### config.mk
export PLATFORM = sky130hd
export DESIGN_NAME = pt_walker
export DESIGN_NICKNAME = d
export VERILOG_FILES = /design/src/rtl/pt_walker_pkg.sv /design/src/rtl/pt_root_reg.sv /design/src/rtl/pt_pte_decode.sv /design/src/rtl/pt_walk_ctrl.sv /design/src/rtl/pt_walker.sv
export SDC_FILE = /design/constraint.sdc
export NUM_CORES = 1
export LEC_CHECK = 0
export BUFFER_PORTS_ARGS = -buffer_cell sky130_fd_sc_hd__buf_2
export CAP_MARGIN = 20
export CORE_MARGIN = 10
export CORE_UTILIZATION = 53
export CTS_CLUSTER_DIAMETER = 30
export DETAILED_ROUTE_END_ITERATION = 10
export MAX_ROUTING_LAYER = met4
export PLACE_DENSITY = 0.84
export SETUP_SLACK_MARGIN = 0.15
export SYNTH_ARGS = -nofsm -noshare
export SYNTH_HDL_FRONTEND = slang
export SYNTH_SLANG_ARGS = --single-unit
### constraint.sdc
create_clock -name clk_i -period 4.6 [get_ports clk_i]
set_input_delay 0 -clock clk_i [delete_from_list [all_inputs] [get_ports clk_i]]
set_output_delay 0 -clock clk_i [all_outputs]
set_load 0.03 [all_outputs]
### src/rtl/pt_walker_pkg.sv
package pt_walker_pkg;
  localparam int unsigned PTE_W     = 32;
  localparam int unsigned PTE_PRES  = 0;
  localparam int unsigned PTE_WRBL  = 1;
  localparam int unsigned PTE_ACC   = 5;
  localparam int unsigned PTE_DIRTY = 6;

  typedef enum logic [1:0] {
    CAUSE_DIR_ABSENT  = 2'd0,
    CAUSE_LEAF_ABSENT = 2'd1,
    CAUSE_WR_RDONLY   = 2'd2
  } fault_cause_e;

  typedef enum logic [2:0] {
    ST_IDLE,
    ST_DIR_REQ,
    ST_DIR_WAIT,
    ST_LEAF_REQ,
    ST_LEAF_WAIT,
    ST_WB_REQ,
    ST_RESP
  } walk_state_e;
endpackage

### src/rtl/pt_root_reg.sv
module pt_root_reg #(
  parameter int unsigned PPN_W = 20
) (
  input  logic             clk_i,
  input  logic             rst_ni,
  input  logic             we_i,
  input  logic [PPN_W-1:0] ppn_i,
  output logic [PPN_W-1:0] ppn_o
);
  logic [PPN_W-1:0] ppn_q;

  always_ff @(posedge clk_i or negedge rst_ni) begin
    if (!rst_ni)   ppn_q <= '0;
    else if (we_i) ppn_q <= ppn_i;
  end

  assign ppn_o = ppn_q;
endmodule

### src/rtl/pt_pte_decode.sv
module pt_pte_decode
  import pt_walker_pkg::*;
#(
  parameter int unsigned OFF_W = 12
) (
  input  logic [PTE_W-1:0]       pte_i,
  input  logic                   is_write_i,
  output logic                   present_o,
  output logic [PTE_W-OFF_W-1:0] base_o,
  output logic                   wr_fault_o,
  output logic                   need_wb_o,
  output logic [PTE_W-1:0]       upd_pte_o
);
  logic [PTE_W-1:0] set_mask;

  always_comb begin
    set_mask = '0;
    set_mask[PTE_ACC] = 1'b1;
    set_mask[PTE_DIRTY] = is_write_i;
  end

  assign present_o  = pte_i[PTE_PRES];
  assign base_o     = pte_i[PTE_W-1:OFF_W];
  assign wr_fault_o = present_o && is_write_i && !pte_i[PTE_WRBL];
  assign upd_pte_o  = pte_i | set_mask;
  // write back only when a flag actually flips
  assign need_wb_o  = present_o && !wr_fault_o && (upd_pte_o != pte_i);
endmodule

### src/rtl/pt_walk_ctrl.sv
module pt_walk_ctrl
  import pt_walker_pkg::*;
#(
  parameter int unsigned OFF_W = 12,
  parameter int unsigned IDX_W = 10
) (
  input  logic                     clk_i,
  input  logic                     rst_ni,
  input  logic [PTE_W-OFF_W-1:0]   root_ppn_i,
  input  logic                     req_valid_i,
  output logic                     req_ready_o,
  input  logic [OFF_W+2*IDX_W-1:0] req_vaddr_i,
  input  logic                     req_write_i,
  output logic                     rsp_valid_o,
  input  logic                     rsp_ready_i,
  output logic [PTE_W-1:0]         rsp_paddr_o,
  output logic                     rsp_fault_o,
  output logic [1:0]               rsp_cause_o,
  output logic [OFF_W+2*IDX_W-1:0] rsp_vaddr_o,
  output logic                     mem_valid_o,
  input  logic                     mem_ready_i,
  output logic                     mem_we_o,
  output logic [PTE_W-1:0]         mem_addr_o,
  output logic [PTE_W-1:0]         mem_wdata_o,
  input  logic                     mem_rvalid_i,
  output logic                     walk_write_o,
  input  logic                     pte_present_i,
  input  logic [PTE_W-OFF_W-1:0]   pte_base_i,
  input  logic                     pte_wr_fault_i,
  input  logic                     pte_need_wb_i,
  input  logic [PTE_W-1:0]         pte_upd_i
);
  localparam int unsigned VA_W   = OFF_W + 2*IDX_W;
  localparam int unsigned PPN_W  = PTE_W - OFF_W;
  localparam int unsigned SLOT_W = OFF_W - IDX_W;
  localparam int unsigned LEAF_LO = OFF_W;
  localparam int unsigned DIR_LO  = OFF_W + IDX_W;

  walk_state_e      state_q;
  fault_cause_e     cause_q;
  logic [VA_W-1:0]  va_q;
  logic             wr_q;
  logic             fault_q;
  logic [PPN_W-1:0] root_q;
  logic [PPN_W-1:0] tbl_q;
  logic [PPN_W-1:0] ppn_q;
  logic [PTE_W-1:0] wb_q;

  logic [IDX_W-1:0] dir_idx, leaf_idx;
  assign dir_idx  = va_q[DIR_LO +: IDX_W];
  assign leaf_idx = va_q[LEAF_LO +: IDX_W];

  always_ff @(posedge clk_i or negedge rst_ni) begin
    if (!rst_ni) begin
      state_q <= ST_IDLE;
      cause_q <= CAUSE_DIR_ABSENT;
      va_q    <= '0;
      wr_q    <= 1'b0;
      fault_q <= 1'b0;
      root_q  <= '0;
      tbl_q   <= '0;
      ppn_q   <= '0;
      wb_q    <= '0;
    end else begin
      unique case (state_q)
        ST_IDLE: if (req_valid_i) begin
          va_q    <= req_vaddr_i;
          wr_q    <= req_write_i;
          root_q  <= root_ppn_i;
          fault_q <= 1'b0;
          cause_q <= CAUSE_DIR_ABSENT;
          ppn_q   <= '0;
          state_q <= ST_DIR_REQ;
        end
        ST_DIR_REQ: if (mem_ready_i) state_q <= ST_DIR_WAIT;
        ST_DIR_WAIT: if (mem_rvalid_i) begin
          if (!pte_present_i) begin
            fault_q <= 1'b1;
            cause_q <= CAUSE_DIR_ABSENT;
            state_q <= ST_RESP;
          end else begin
            tbl_q   <= pte_base_i;
            state_q <= ST_LEAF_REQ;
          end
        end
        ST_LEAF_REQ: if (mem_ready_i) state_q <= ST_LEAF_WAIT;
        ST_LEAF_WAIT: if (mem_rvalid_i) begin
          if (!pte_present_i) begin
            fault_q <= 1'b1;
            cause_q <= CAUSE_LEAF_ABSENT;
            state_q <= ST_RESP;
          end else if (pte_wr_fault_i) begin
            fault_q <= 1'b1;
            cause_q <= CAUSE_WR_RDONLY;
            state_q <= ST_RESP;
          end else begin
            ppn_q   <= pte_base_i;
            wb_q    <= pte_upd_i;
            state_q <= pte_need_wb_i ? ST_WB_REQ : ST_RESP;
          end
        end
        ST_WB_REQ: if (mem_ready_i) state_q <= ST_RESP;
        ST_RESP:   if (rsp_ready_i) state_q <= ST_IDLE;
        default:   state_q <= ST_IDLE;
      endcase
    end
  end

  always_comb begin
    mem_addr_o = '0;
    unique case (state_q)
      ST_DIR_REQ:             mem_addr_o = {root_q, dir_idx, {SLOT_W{1'b0}}};
      ST_LEAF_REQ, ST_WB_REQ: mem_addr_o = {tbl_q, leaf_idx, {SLOT_W{1'b0}}};
      default:                mem_addr_o = '0;
    endcase
  end

  assign req_ready_o  = (state_q == ST_IDLE);
  assign mem_valid_o  = (state_q == ST_DIR_REQ) || (state_q == ST_LEAF_REQ) ||
                        (state_q == ST_WB_REQ);
  assign mem_we_o     = (state_q == ST_WB_REQ);
  assign mem_wdata_o  = wb_q;
  assign walk_write_o = wr_q;
  assign rsp_valid_o  = (state_q == ST_RESP);
  assign rsp_fault_o  = fault_q;
  assign rsp_cause_o  = cause_q;
  assign rsp_vaddr_o  = va_q;
  assign rsp_paddr_o  = fault_q ? '0 : {ppn_q, va_q[OFF_W-1:0]};
endmodule

### src/rtl/pt_walker.sv
module pt_walker
  import pt_walker_pkg::*;
#(
  parameter int unsigned OFF_W = 12,
  parameter int unsigned IDX_W = 10
) (
  input  logic                     clk_i,
  input  logic                     rst_ni,
  input  logic                     root_we_i,
  input  logic [PTE_W-OFF_W-1:0]   root_ppn_i,
  input  logic                     req_valid_i,
  output logic                     req_ready_o,
  input  logic [OFF_W+2*IDX_W-1:0] req_vaddr_i,
  input  logic                     req_write_i,
  output logic                     rsp_valid_o,
  input  logic                     rsp_ready_i,
  output logic [PTE_W-1:0]         rsp_paddr_o,
  output logic                     rsp_fault_o,
  output logic [1:0]               rsp_cause_o,
  output logic [OFF_W+2*IDX_W-1:0] rsp_vaddr_o,
  output logic                     mem_valid_o,
  input  logic                     mem_ready_i,
  output logic                     mem_we_o,
  output logic [PTE_W-1:0]         mem_addr_o,
  output logic [PTE_W-1:0]         mem_wdata_o,
  input  logic                     mem_rvalid_i,
  input  logic [PTE_W-1:0]         mem_rdata_i
);
  localparam int unsigned PPN_W = PTE_W - OFF_W;

  logic [PPN_W-1:0] root_ppn;
  logic             walk_write;
  logic             pte_present, pte_wr_fault, pte_need_wb;
  logic [PPN_W-1:0] pte_base;
  logic [PTE_W-1:0] pte_upd;

  pt_root_reg #(.PPN_W(PPN_W)) u_root (
    .clk_i  (clk_i),
    .rst_ni (rst_ni),
    .we_i   (root_we_i),
    .ppn_i  (root_ppn_i),
    .ppn_o  (root_ppn)
  );

  pt_pte_decode #(.OFF_W(OFF_W)) u_dec (
    .pte_i      (mem_rdata_i),
    .is_write_i (walk_write),
    .present_o  (pte_present),
    .base_o     (pte_base),
    .wr_fault_o (pte_wr_fault),
    .need_wb_o  (pte_need_wb),
    .upd_pte_o  (pte_upd)
  );

  pt_walk_ctrl #(.OFF_W(OFF_W), .IDX_W(IDX_W)) u_ctrl (
    .clk_i          (clk_i),
    .rst_ni         (rst_ni),
    .root_ppn_i     (root_ppn),
    .req_valid_i    (req_valid_i),
    .req_ready_o    (req_ready_o),
    .req_vaddr_i    (req_vaddr_i),
    .req_write_i    (req_write_i),
    .rsp_valid_o    (rsp_valid_o),
    .rsp_ready_i    (rsp_ready_i),
    .rsp_paddr_o    (rsp_paddr_o),
    .rsp_fault_o    (rsp_fault_o),
    .rsp_cause_o    (rsp_cause_o),
    .rsp_vaddr_o    (rsp_vaddr_o),
    .mem_valid_o    (mem_valid_o),
    .mem_ready_i    (mem_ready_i),
    .mem_we_o       (mem_we_o),
    .mem_addr_o     (mem_addr_o),
    .mem_wdata_o    (mem_wdata_o),
    .mem_rvalid_i   (mem_rvalid_i),
    .walk_write_o   (walk_write),
    .pte_present_i  (pte_present),
    .pte_base_i     (pte_base),
    .pte_wr_fault_i (pte_wr_fault),
    .pte_need_wb_i  (pte_need_wb),
    .pte_upd_i      (pte_upd)
  );
endmodule

# Word level (Yosys, flattened, before mapping)
# Cells that the tools add are included.
# classes
bitwise_logic,2
eq_ne,18
n_reduce_logical,18
n_mux,33
# op_table
op,n
$mux W20,4
$pmux W32 S2,1
$pmux W20 S2,1
$mux W32,1
$ne A32 B32 Y1,1
$or A32 B7 Y32,1
$mux W3,10
$pmux W3 S7,1
$ne A2 B2 Y1 const B,9
$mux W2,7
$eq A3 B3 Y1 const B,3
$reduce_and A7 Y1,1
$eq A3 B2 Y1 const B,2
$mux W1,6
$pmux W2 S3,1
$reduce_and A6 Y1,1
$reduce_and A5 Y1,1
$logic_and A1 B1 Y1,4
$reduce_and A4 Y1,1
$eq A3 B1 Y1 const B,1
$logic_not A3 Y1,1
$ne A3 B3 Y1 const B,1
$pmux W1 S3,1
$reduce_and A3 Y1,1
8 further kinds,10
# totals
in_bits,92
wordCells,81
ff_bits,151
output_inout_bits,135

# Longest topological paths before layout
# Gate-level depths: netlist of the first run.
# depth
word_depth,10
mapped_depth,7
ltp_nobuf,4

# Cells and area by module
# From an unflattened synthesis of the first run, not the netlist that was laid out.
# hier_totals
cells_unflattened,541
hier_area_um2,7080.5
# by_module_without_submodules
module,seq_area_each_um2,instances,area_each_um2,cells_per_inst
pt_walk_ctrl,3278.1,1,5820.6,440
pt_root_reg,500.5,1,823.3,42
pt_pte_decode,0.0,1,436.7,59

# Worst setup path after synthesis of the first run
# No wires, ideal clock.
# synth_path
path_kind,register to register
startpoint,register u_ctrl.state_q[2]
endpoint,register u_ctrl.va_q[0] (netlist: u_ctrl.rsp_vaddr_o[0])
setup_time_ps,125
synth_period_minus_slack_ps,1578
t_required_ps,4475
path_stages_with_launch,5
setup_slack_ps,3022
arrival_time_ps,1453
path_buffers,1
cell_sequence,dfrtp_1 nand2b_1 nor3_4 buf_4 mux2_2
# synth_via
elab_chain_len,2
# synth_lines
element,line,rtl
"start, declared",pt_walk_ctrl.sv:39,walk_state_e state_q;
"start signal, assigned",pt_walk_ctrl.sv:99,state_q <= pte_need_wb_i ? ST_WB_REQ : ST_RESP;
$logic_not A3 Y1,pt_walk_ctrl.sv:65,unique case (state_q)
$reduce_and A2 Y1 (no line),-,
"end signal, assigned",pt_walk_ctrl.sv:67,va_q <= req_vaddr_i;
"end, declared",pt_walk_ctrl.sv:41,logic [VA_W-1:0] va_q;
# No other way between the ends.
# A chain may end at the register's enable or synchronous reset.

# Worst setup path in the final report of the first run
# layout_path
startpoint,register u_ctrl.state_q[2]
endpoint,output port mem_addr_o[14]
# layout_via
elab_chain_len,3
elab_cells_between_ends,5
classes_between,eq/ne (3); mux (1); reduce/logical (1)
# layout_lines
element,line,rtl
$eq A3 B3 Y1 / $eq A3 B2 Y1 (equally long branches),pt_walk_ctrl.sv:111,unique case (state_q)
$reduce_or A2 Y1,pt_walk_ctrl.sv:111,
$pmux W32 S2 *,pt_walk_ctrl.sv:111,
"end, declared",pt_walker.sv:24,"output logic [PTE_W-1:0] mem_addr_o,"
# Every way passes the cells marked *; elsewhere a longest branch is shown, timed or not.

==> key figures, run 1 <==
Status
  – Outcome: finished, final reports clean

Job
  – MaxCap Viol Count: 0

Clock network
  – Postcts setup bufs: 0
  – CTS tree: yes
  – Max H-tree Level: 4
  – Clock Sinks: 151
  – Reg clk slew, reported paths: 0.06 ns
  – Clk buf depth: 2
  – CTS resizes: 0
  – Worst skew pair latency: about 0.42 ns
  – Inserted Clock Buffers: 17
  – Root Buffer: clkbuf_16
  – Post-CTS Hold Buffers: 89

Finish
  – Commonest non-fill, non-tap cell in the layout: buf_2
  – Final instance count without filler cells: 968
  – Synthesis-to-finish area growth: 42.9%
  – Final net count: 902
  – Final core utilization: slightly below 80%
  – Fraction of layout instances using a drive strength above 1: 43.6%
  – Design Area, Final: 9000 µm²
  – Commonest non-fill, non-tap cells in the layout: buf_2, dfrtp_1, nand2_1

Placement
  – IO buf count: roughly 220
  – Pre-CTS setup slack: a little under 2 ns
  – Cells after DPL: 845
  – Dpl hpwl: 13,300 µm
  – DP Area: 7500 µm²
  – Gpl congestion: 0.863

Die
  – Num ports: ~230
  – Row cnt: 39
  – Initial Util: about 55%
  – Die area: between 15,000 and 20,000 µm²
  – Core area: roughly 12,000 µm²
  – Die height: 129 µm
  – Die width: between 100 and 150 µm

Timing
  – Hold WS: 0.200 ns
  – Achievable frequency: 364 MHz
  – Min Clock Period, post-route: 2.74 ns
  – Final setup vio count: 0
  – Slew Viols, Final: 0
  – Crit share post-route: 59.7%
  – Final worst slack: 1.86 ns
  – Slew margin rel.: between 30% and 40%
  – Final hold violation count: 0
  – Layout Skew: ~0.011 ns
  – Total negative setup slack: 0 ns
  – Worst Max-Slew Pin Slew: a little over 1 ns
  – RSZ-0062 raised after global routing: false

Worst setup path
  – FF-to-FF End: u_ctrl.ppn_q[18]
  – Worst r2r src: u_ctrl.state_q[2]
  – Worst path max stage delay: between 0.6 and 0.7 ns
  – Setup crit end kind: primary output
  – Crit path cell chain: nand2b_1 -> a21oi_2 -> buf_4 -> a22o_1 -> buf_2
  – CP startpoint kind: register
  – CP Max Fanout: 19
  – Req. time, crit path: 4.60 ns
  – R2R cell count: 4
  – Critical path's slowest cell: a21oi_2
  – WS Path Type: reg -> out
  – Crit path to: mem_addr_o[14]
  – Arrival time worst endpoint: around 2.7 ns
  – Worst setup startpoint: u_ctrl.state_q[2]
  – Flop-to-flop setup slack: 1.86 ns

Route
  – Final WL: 20,900 µm
  – Vias/cell: 5.56
  – DRT antenna net count: 0
  – DR vias: 5,379
  – Drt pass-1 iters: 6
  – Initial DRC Count: about 500
  – WL/cell: 21.5 µm
  – Drt drc: 0

Hold path
  – Hold crit path type: in -> reg
  – Hold path start: req_valid_i

Power
  – PnR Total Power: 6.54 mW
  – Max VDD drop: 0.374 mV
  – Pleak: 4.55 nW
  – PD cells: 726 nW/µm²

Logic synthesis
  – Synthesized flop and latch total: 151
  – Synth Instances: 503
  – YS warnings: 0
  – Top cells by area, synth: dfrtp_1, mux2_2, a22o_1
  – Register area share after synthesis: between 50% and 60%
  – Synth area leader: dfrtp_1
  – Post-synth top area share: about three fifths
  – Post-Syn Area per Cell: 12.5 µm²
  – Post-Syn Area: 6300 µm²
  – Synth cell types: 31

GRT
  – GRT Total Usage: about a quarter
  – Largest net degree at the start of global routing: 110
  – First-pass GRT wire length: roughly 32,000 µm
  – Number of global-route vias before repair: 5,776
  – Congestion Overflow GR: 0
  – Initial antenna violation count: 3
## final cells by class
class	instances	area, µm²
multi-input cells	314	2330
well taps	143	179
diodes	3	7.51
clock inverters	9	123
fillers	667	2510
inverters	5	18.8
repair buffers	321	2080
clock buffers	22	484
flip-flops and latches	151	3780
## critical path: cells and delay by family, from the launching register on
family / cells / cell delay, ns
compound gates: 2 / 0.85
simple gates: 1 / 0.31
buf+inv: 2 / 0.60
flops: 1 / 0.56
## kinds of logic (layout without fill, tap and decap cells)
family                 after synthesis  in the layout  synth area share, %
buffers and inverters               39            357                 3.20
flip-flops                         151            151                 60.0
AO/OA/AOI/OAI                       68             68                 8.86
other                                1              5               0.0595
AND/OR/NAND/NOR                    151            151                 11.3
multiplexers                        93             93                 16.6
## routing by layer
layer  track usage (%)  part of all wire [%]  vias to the layer above
met3              6.89                   6.6                       50
met2              43.6                    53                      261
met1              27.8                    38                     2713
met4              11.6                   2.9                        0
met5                 -                     0                        -
li1                  -                     -                     2355
## where the power goes
group / switching, mW / internal [mW]
clock: 0.531 / 0.903
combinational: 1.79 / 1.01
sequential: 0.420 / 1.88
## flip-flops by register name, indices dropped and copies added, names as in the netlist
signal	cells
u_root.ppn_o	20
u_ctrl.root_q	20
u_ctrl.walk_write_o	1
u_ctrl.rsp_fault_o	1
u_ctrl.rsp_cause_o	2
u_ctrl.tbl_q	20
u_ctrl.rsp_vaddr_o	32
u_ctrl.ppn_q	20
u_ctrl.mem_wdata_o	32
u_ctrl.state_q	3
## cells in the mapped netlist, drive strengths merged
cell and instances:
mux2 93, and3 2, and2 1, inv 5
a311oi 1, clkbuf 13, o211ai 1, nand2b 8
nor3 4, o2bb2ai 2, nor2 9, nand3 1
nor2b 33, dfrtp 151, a22oi 1, nand3b 1
conb 1, nand2 91, o21ai 4, a211oi 1
and4bb 1, buf 21, a22o 52, a21oi 5
o221ai 1
## how the worst min path moves through the flow
| stage | depth (start not counted) | slack (ns) | end |
|---|---|---|---|
| finish | 4 | 0.20 | u_ctrl.root_q[18] |
| global route | 4 | 0.19 | u_ctrl.root_q[9] |
| CTS | 4 | 0.17 | u_ctrl.root_q[18] |
| detailed placement | 1 | 0.20 | u_ctrl.mem_wdata_o[19] |
| global placement | 1 | 0.18 | u_ctrl.mem_wdata_o[5] |
| floorplan | 0 | -0.30 | u_ctrl.mem_wdata_o[0] |
Note: power is estimated with default switching activity, not from simulation.
==> run 2, diff against run 1 <==
ABC_AREA = 1   (was default)
CORE_UTILIZATION = 50   (was 53)
PLACE_DENSITY = 0.79   (was 0.84)
clock period = 2.8 ns   (was 4.6 ns; I/O delays follow)
==> run 2 against run 1 <==
Die area up 10%. Sequential share of layout area down 1.3 points. Sequential cell count unchanged. Largest power group unchanged. Clock skew down 0.0022 ns. Combinational power up 83%. Via count up 21%. Critical path depth up 1. Wire length up 1.8%. Critical path type unchanged. Power up 68%. Non-clock buffer count unchanged. Global-route usage down 1.7 points.
==> key figures, run 2 <==
Finish
  – Fraction of layout instances using a drive strength above 1: 26.1% (-17 points)
  – Final instance count without filler cells: 1,290 (+33%)
  – Synthesis-to-finish area growth: 39.5%
  – Final net count: 1,192 (+32%)
  – Commonest non-fill, non-tap cells in the layout: nand2_1, buf_2, dfrtp_1
  – Commonest non-fill, non-tap cell in the layout: nand2_1

Die
  – Die height: 135 µm (+4.9%)
  – Initial Util: 50.6% (-4.1 points)
  – Die area: 18,300 µm² (+10%)
  – Row cnt: 42 (+7.7%)
  – Core area: 13,100 µm² (+14%)
  – Num ports: 227 (unchanged)
  – Die width: 135 µm (+4.9%)

Clock network
  – Inserted Clock Buffers: 17 (unchanged)
  – Clk buf depth: 2 (unchanged)
  – Root Buffer: clkbuf_16
  – Worst skew pair latency: 0.43 ns (about the same)
  – Post-CTS Hold Buffers: 86 (-3.4%)
  – Postcts setup bufs: 0 (unchanged)
  – Reg clk slew, reported paths: 0.07 ns (about the same)
  – CTS tree: yes
  – CTS resizes: 0 (unchanged)
  – Clock Sinks: 151 (unchanged)
  – Max H-tree Level: 4 (unchanged)

Logic synthesis
  – Post-synth EDFFs: 0 (unchanged)
  – Post-synth top area share: 56.8% (-3.2 points)
  – Synth area leader: dfrtp_1
  – Top cells by area, synth: dfrtp_1, nand2_1, nand3_1
  – Synth Instances: 810 (+61%)
  – FFs w/ async S/R, synth: 100% (unchanged)
  – Most frequent cells after synthesis: nand2_1, dfrtp_1, nand3_1
  – Post-Syn Area per Cell: 8.21 µm² (-34%)
  – Most frequent cell after synthesis: nand2_1
  – Top_reg_cell synth: dfrtp_1
  – Register area share after synthesis: 56.8% (-3.2 points)
  – Synthesized flop and latch total: 151 (unchanged)
  – Synth cell types: 25 (-19%)
  – Post-Syn Area: 6650 µm² (+5.6%)
  – YS warnings: 0 (unchanged)

Worst setup path
  – WS Path Type: reg -> out
  – Req. time, crit path: 2.80 ns (-1.80 ns)
  – Worst setup startpoint: u_ctrl.state_q[0]
  – R2R cell count: 7 (+3)
  – Crit path cell chain: inv_1 -> nor2_2 -> buf_4 -> nand3_1 -> nand2_1 -> buf_2
  – Worst path depth: 6 (+1)
  – Critical path's slowest cell: dfrtp_1
  – CP Max Fanout: 17 (-2)
  – CP delay by family, top: flip-flops
  – Worst path max stage delay: 0.73 ns (+0.09 ns)
  – Crit path buf inv count: 3 (+1)
  – Setup crit end kind: primary output
  – CP startpoint kind: register
  – Worst r2r src: u_ctrl.state_q[0]
  – Arrival time worst endpoint: 2.45 ns (-0.29 ns)

Hold path
  – Hold-critical path depth: 3 (-1)
  – Hold crit path type: in -> reg
  – Hold path start: mem_rvalid_i

Timing
  – Crit share post-route: 87.6%
  – RSZ-0062 raised after global routing: false
  – Layout Skew: 0.00833 ns (-0.00217 ns)
  – Min Clock Period, post-route: 2.45 ns
  – Final worst slack: 0.348 ns (-1.51 ns)
  – Achievable frequency: 408 MHz
  – Slew Viols, Final: 0 (unchanged)
  – Worst Max-Slew Pin Slew: 0.776 ns (-0.233 ns)
  – Final hold violation count: 0 (unchanged)
  – Slew margin rel.: 48.1% (+15 points)
  – Total negative setup slack: 0 ns (unchanged)
  – Hold WS: 0.0271 ns (-0.173 ns)
  – Final setup vio count: 0 (unchanged)

Route
  – Final WL: 21,200 µm (+1.8%)
  – DR vias: 6,501 (+21%)
  – Drt drc: 0 (unchanged)
  – DRT antenna net count: 0 (unchanged)
  – WL/cell: 16.4 µm (-24%)
  – Drt pass-1 iters: 5 (-1)
  – Vias/cell: 5.04 (-9.3%)
  – Initial DRC Count: 564 (+11%)

Power
  – Switch Pwr: 5.23 mW (+91%)
  – Comb power frac: 46.8% (+3.9 points)
  – Max VDD drop: 0.771 mV (+110%)
  – PD cells: 1180 nW/µm² (+63%)
  – Internal Power: 5.73 mW (+51%)
  – Clock power frac: 20.1% (-1.8 points)
  – Switching portion of total power: 47.7% (+5.8 points)
  – Pleak: 5.29 nW (+16%)
  – Register share of total power: 33.1% (-2.1 points)

GRT
  – First-pass GRT wire length: 34,000 µm (+5.4%)
  – Number of global-route vias before repair: 6,481 (+12%)
  – Initial antenna violation count: 0 (-3)
  – Congestion Overflow GR: 0 (unchanged)
  – Largest net degree at the start of global routing: 87 (-21%)
  – GRT Total Usage: 24.0% (-1.7 points)

Placement
  – Pre-CTS setup slack: 0.665 ns (-1.32 ns)
  – IO buf count: 224 (unchanged)
  – Gpl congestion: 0.883 (+2.3%)
  – Dpl hpwl: 14,100 µm (+6.3%)
  – Cells after DPL: 1,170 (+38%)

Status
  – Outcome: finished, final reports clean

Job
  – MaxCap Viol Count: 0 (unchanged)
## run 2: area by class of cell
| class | instances | area (µm²) |
|---|---|---|
| clock buffers | 19 | 453 |
| inverters | 67 | 251 |
| well taps | 176 | 220 |
| diodes | 1 | 2.50 |
| repair buffers | 321 | 2100 |
| multi-input cells | 542 | 2350 |
| fillers | 1001 | 3850 |
| flip-flops and latches | 151 | 3780 |
| clock inverters | 13 | 120 |
## run 2: metal layers
layer | GRT usage (%) | vias to the layer above | share of wire (%)
met2 | 37.4 | 315 | 48
met4 | 9.99 | 0 | 2.6
li1 | - | 3108 | -
met1 | 29.2 | 3031 | 41
met5 | - | - | 0
met3 | 6.08 | 47 | 7.9
## run 2: worst paths after layout
path                                     endpoint  slack, ns
setup / recovery                   mem_addr_o[12]       0.35
hold / removal                    u_ctrl.tbl_q[2]       0.03
setup reg to reg                  u_ctrl.tbl_q[4]       0.60
hold reg to reg             u_ctrl.mem_wdata_o[0]       0.46
max in group asynchronous         u_ctrl.ppn_q[1]       1.77
min in group asynchronous  u_ctrl.rsp_vaddr_o[31]       0.15
## run 2: metrics by stage
step / total power, mW / area (µm²) / utilization [%]
floorplan: 7.06 / 6660 / -
global placement: 8.51 / 7830 / 59.6
detailed placement: 8.62 / 7830 / 59.6
CTS: 10.9 / 9270 / 70.5
global route: 11.6 / 9280 / 70.6
finish: 11.0 / 9280 / 70.7
## run 2: power groups by stage
stage                     Clock, mW  Sequential, mW  Combinational (mW)
after global routing           2.33            3.73                5.57
final                          2.21            3.63                5.13
after CTS                      2.24            3.63                5.07
after detailed placement          0            3.65                4.97
after global placement            0            3.63                4.88
after floorplan                   0            4.37                2.69
## run 2: kinds of logic after synthesis
logic type / after synthesis / synth area share, %
AO/OA/AOI/OAI: 62 / 5.30
buffers and inverters: 118 / 7.92
flip-flops: 151 / 56.8
other: 1 / 0.0564
AND/OR/NAND/NOR: 478 / 29.9
## run 2: tightest hold or removal path, cell delays in order
cell	delay (ns)
buf_2	0.23
nand3_1	0.14
nand2_1	0.05
